===== src/rtl/policy_csr.sv =====
module policy_csr #(
  parameter int WIDTH = 8,
  parameter logic [4*WIDTH-1:0] POLICY = {WIDTH{4'd1}},
  parameter logic [WIDTH-1:0] RESET_VAL = '0
) (
  input  logic             clk,
  input  logic             rst_n,
  input  logic             sel,
  input  logic             rd_en,
  input  logic             wr_en,
  input  logic [WIDTH-1:0] wr_data,
  output logic [WIDTH-1:0] rd_data,
  input  logic [WIDTH-1:0] hw_set,
  input  logic [WIDTH-1:0] hw_clr,
  input  logic [WIDTH-1:0] hw_val,
  output logic [WIDTH-1:0] q
);
  logic rd, wr;
  logic [WIDTH-1:0] st, st_nx;

  assign rd = sel & rd_en;
  assign wr = sel & wr_en;

  for (genvar i = 0; i < WIDTH; i++) begin : g_bit
    localparam logic [3:0] P = POLICY[4*i +: 4];
    logic wd, w1, w0, nx, rv, qv;
    assign wd = wr_data[i];
    assign w1 = wr & wd;
    assign w0 = wr & ~wd;

    always_comb begin
      nx = st[i];
      rv = st[i];
      qv = st[i];
      case (P)
        4'd0: begin rv = hw_val[i]; qv = hw_val[i]; end
        4'd1, 4'd5: nx = wr ? wd : st[i];
        4'd2: nx = hw_set[i] | (st[i] & ~w1);
        4'd3: nx = hw_set[i] | (st[i] & ~w0);
        4'd4: nx = w1 | (st[i] & ~hw_clr[i]);
        4'd7: begin nx = 1'b0; rv = 1'b0; qv = w1; end
        4'd8: nx = hw_set[i] | (st[i] & ~rd);
        4'd9: nx = (st[i] | rd) & ~w1;
        4'd10: nx = wr ? wd : (rd ? 1'b0 : st[i]);
        default: begin rv = 1'b0; qv = 1'b0; end
      endcase
    end

    assign st_nx[i]   = nx;
    assign rd_data[i] = rv;
    assign q[i]       = qv;
  end

  always_ff @(posedge clk) begin
    if (!rst_n) st <= RESET_VAL;
    else        st <= st_nx;
  end
endmodule



===== config.mk =====
export PLATFORM = sky130hd
export DESIGN_NAME = policy_csr
export DESIGN_NICKNAME = d
export VERILOG_FILES = /design/src/rtl/policy_csr.sv
export SDC_FILE = /design/constraint.sdc
export NUM_CORES = 1
export LEC_CHECK = 0
export ABC_AREA = 1
export BUFFER_PORTS_ARGS = -buffer_cell sky130_fd_sc_hd__clkbuf_2
export CAP_MARGIN = 20
export CORE_AREA = 2 2 39 41
export DETAILED_ROUTE_END_ITERATION = 16
export DIE_AREA = 0 0 41 43
export PLACE_DENSITY = 0.86
export SYNTH_ARGS = -nofsm -noshare
export SYNTH_HDL_FRONTEND = slang
export SYNTH_SLANG_ARGS = --single-unit

===== constraint.sdc =====
create_clock -name clk -period 1.2 [get_ports clk]
set_input_delay 0.18 -clock clk [delete_from_list [all_inputs] [get_ports clk]]
set_output_delay 0.18 -clock clk [all_outputs]
set_load 0.1 [all_outputs]

==> out/results.tsv <==
metric	value	unit
die area	1760	um^2
Required @ worst endpoint	1.02	ns
total wire length	849	um
htree depth	1	
vias in the first global route	361	
adder-cell share of the synthesized area	0	
grt peak-use layer	met2	
area growth from synthesis to layout	88.7	%
Slew @ Worst Pin	0.312	ns
largest family of logic cells by synthesized area	simple AND/OR/NAND/NOR gates	
met1 Usage GRT	0.149	
hold buffer count at CTS	0	
CTS Buf Count	3	
Starting Density	0.295	
# IOs	53	
num rows	14	
leakage power	0.381	nW
core area	1380	um^2
complex-gate fraction of the synthesized area	0	
Setup-failing EPs final	0	
fmax	1010	MHz
CTS resizes	0	
VDD IR max	0.486	mV
clk root buf	clkbuf_4	
DR DRC count	0	
Synth Register Bits	8	
GR Overflow Total	0	
Vias per Instance	3.97	
clock slew at reported path FFs	0.06	ns
WHS	0.146	ns
Int Pwr	558	uW
Overall Global Routing Usage	0.126	
Synth Instances	59	
PortBufs	27	
largest area contributor in the netlist	dfxtp_1	
routed len/inst	8.94	um
RSZ-0062 raised after global routing	false	
Cell variety after synth	8	
grt met3 use	0.0785	
Critical Path Source Type	flip-flop	
post-synth top area share	0.393	
most frequent cell after synthesis	nor2_1	
crit path kind	flip-flop to primary output	
Clk pwr share	0.206	
crit-path cells	buf_12	
Slew Limit Headroom	0.791	
Ant. Diodes	0	
die width	41	um
Tightest Hold Check Type	primary input to flip-flop	
via count	377	
# clock sinks	8	
Critical Path AT	0.81	ns
post-detail-place hpwl	689	um
Syn Std Cell Area	408	um^2
Largest stage delay, worst path	0.38	ns
Seq/Total Area, Yosys	0.393	
ys async rst share	0	
setup TNS	0	ns
part of the power in registers	0.315	
Post-synth top cells	nor2_1 (16), nand2_1 (14), buf_4 (8), dfxtp_1 (8), inv_1 (8)	
largest net degree at the start of global routing	17	
antenna violations before repair	0	
Bufs and invs on worst path	1	
final slew viol count	0	
top_reg_cell synth	dfxtp_1	
Synth Area in XOR/XNOR	0	
status	complete, no violations	
layout cells sized above 1	0.519	
CP max-delay cell	dfxtp_4	
skew final	0	ns
maxcap violations	0	
Detail Route Antenna Nets	0	
critical path capture point type	primary output	
crit path max fanout	3	
gpl congestion	0.637	
Final Cycle Share	0.826	
simple-gate share of the synthesized area	0.322	
Syn Nets	96	
Sw Pwr	434	uW
total power	992	uW
final hold violation count	0	
number of flip-flops in the largest register	8	
utilization after layout	0.556	
top area cells in the synthesized netlist	dfxtp_1 (39%), buf_4 (15%), nor2_1 (15%), nand2_1 (13%), inv_1 (7.4%)	
Post-CTS Repair Setup Buffers	0	
first-pass GRT wire length	1460	um
combinational power share	0.478	
Sw Ratio	0.438	
Avg Cell Area, Syn	6.91	um^2
CTS tree	yes	
Post-synth EDFFs	0	
Final Net Count	118	
crit path time final	0.991	ns
height of the die	43	um
Top Family by Delay on Critical Path	flip-flops	
Detailed Routing Iterations Pass 1	2	
drt initial violations	3	
Post-DP Area	747	um^2
clock tree buffer depth	2	
met2 Use GR	0.181	
pwr dens	1290	nW/um^2
post-synthesis mux area share	0	
Worst-Skew Late Latency	0.25	ns
synth warn	0	
post-route cell area	769	um^2
-- through the flow --
step	std cells	setup slack, ns
6_report	95	0.209
5_1_grt	95	0.176
3_3_place_gp	92	0.392
3_5_place_dp	92	0.376
2_1_floorplan	59	0.153
4_1_cts	95	0.198
-- worst min-delay path: stages --
cell	delay [ns]
clkbuf_2	0.08
nor2_1	0.04
nor2_1	0.08
-- power groups by stage --
stage / clock network (mW) / registers, mW / logic [mW]
2_1_floorplan: 0 / 0.429 / 0.207
3_3_place_gp: 0 / 0.317 / 0.474
3_5_place_dp: 0 / 0.319 / 0.477
4_1_cts: 0.216 / 0.314 / 0.477
5_1_grt: 0.237 / 0.316 / 0.493
6_report: 0.205 / 0.313 / 0.474
-- area by class of cell --
cell class / count / area [um^2]
Fill cell: 129 / 614
Timing Repair Buffer: 27 / 375
Sequential cell: 8 / 190
Multi-Input combinational cell: 33 / 131
Inverter: 8 / 30.0
Clock buffer: 3 / 22.5
Tap cell: 16 / 20.0
-- layout by cell type (no fill, tap or decap) --
cell      synthesis  layout
nand2_2           3       3
inv_1             8       8
clkbuf_2          0      11
dfxtp_4           0       8
clkbuf_4          0       3
nand2_1          14      14
buf_12            0      16
nor2_1           16      16
-- logic make-up (layout without fill, tap and decap cells) --
family,Yosys count,in the layout
buffers and inverters,18,38
flip-flops,8,8
AND/OR/NAND/NOR,33,33
-- metal layers --
| layer | up-vias | routed length (um) |
|---|---|---|
| met5 | - | 0 |
| met4 | 0 | 0 |
| met1 | 158 | 341 |
| li1 | 201 | - |
| met3 | 0 | 69 |
| met2 | 18 | 438 |
-- final timing paths --
kind	from	endpoint	slack, ns	cells past startpoint
max	q[4]$_SDFFE_PN0P_	rd_data[4]	0.21	1
min	wr_data[7]	q[7]$_SDFFE_PN0P_	0.15	3
max reg2reg	q[6]$_SDFFE_PN0P_	q[6]$_SDFFE_PN0P_	0.52	4
min reg2reg	q[1]$_SDFFE_PN0P_	q[1]$_SDFFE_PN0P_	0.56	4
Note: power is estimated with default switching activity, not from simulation.
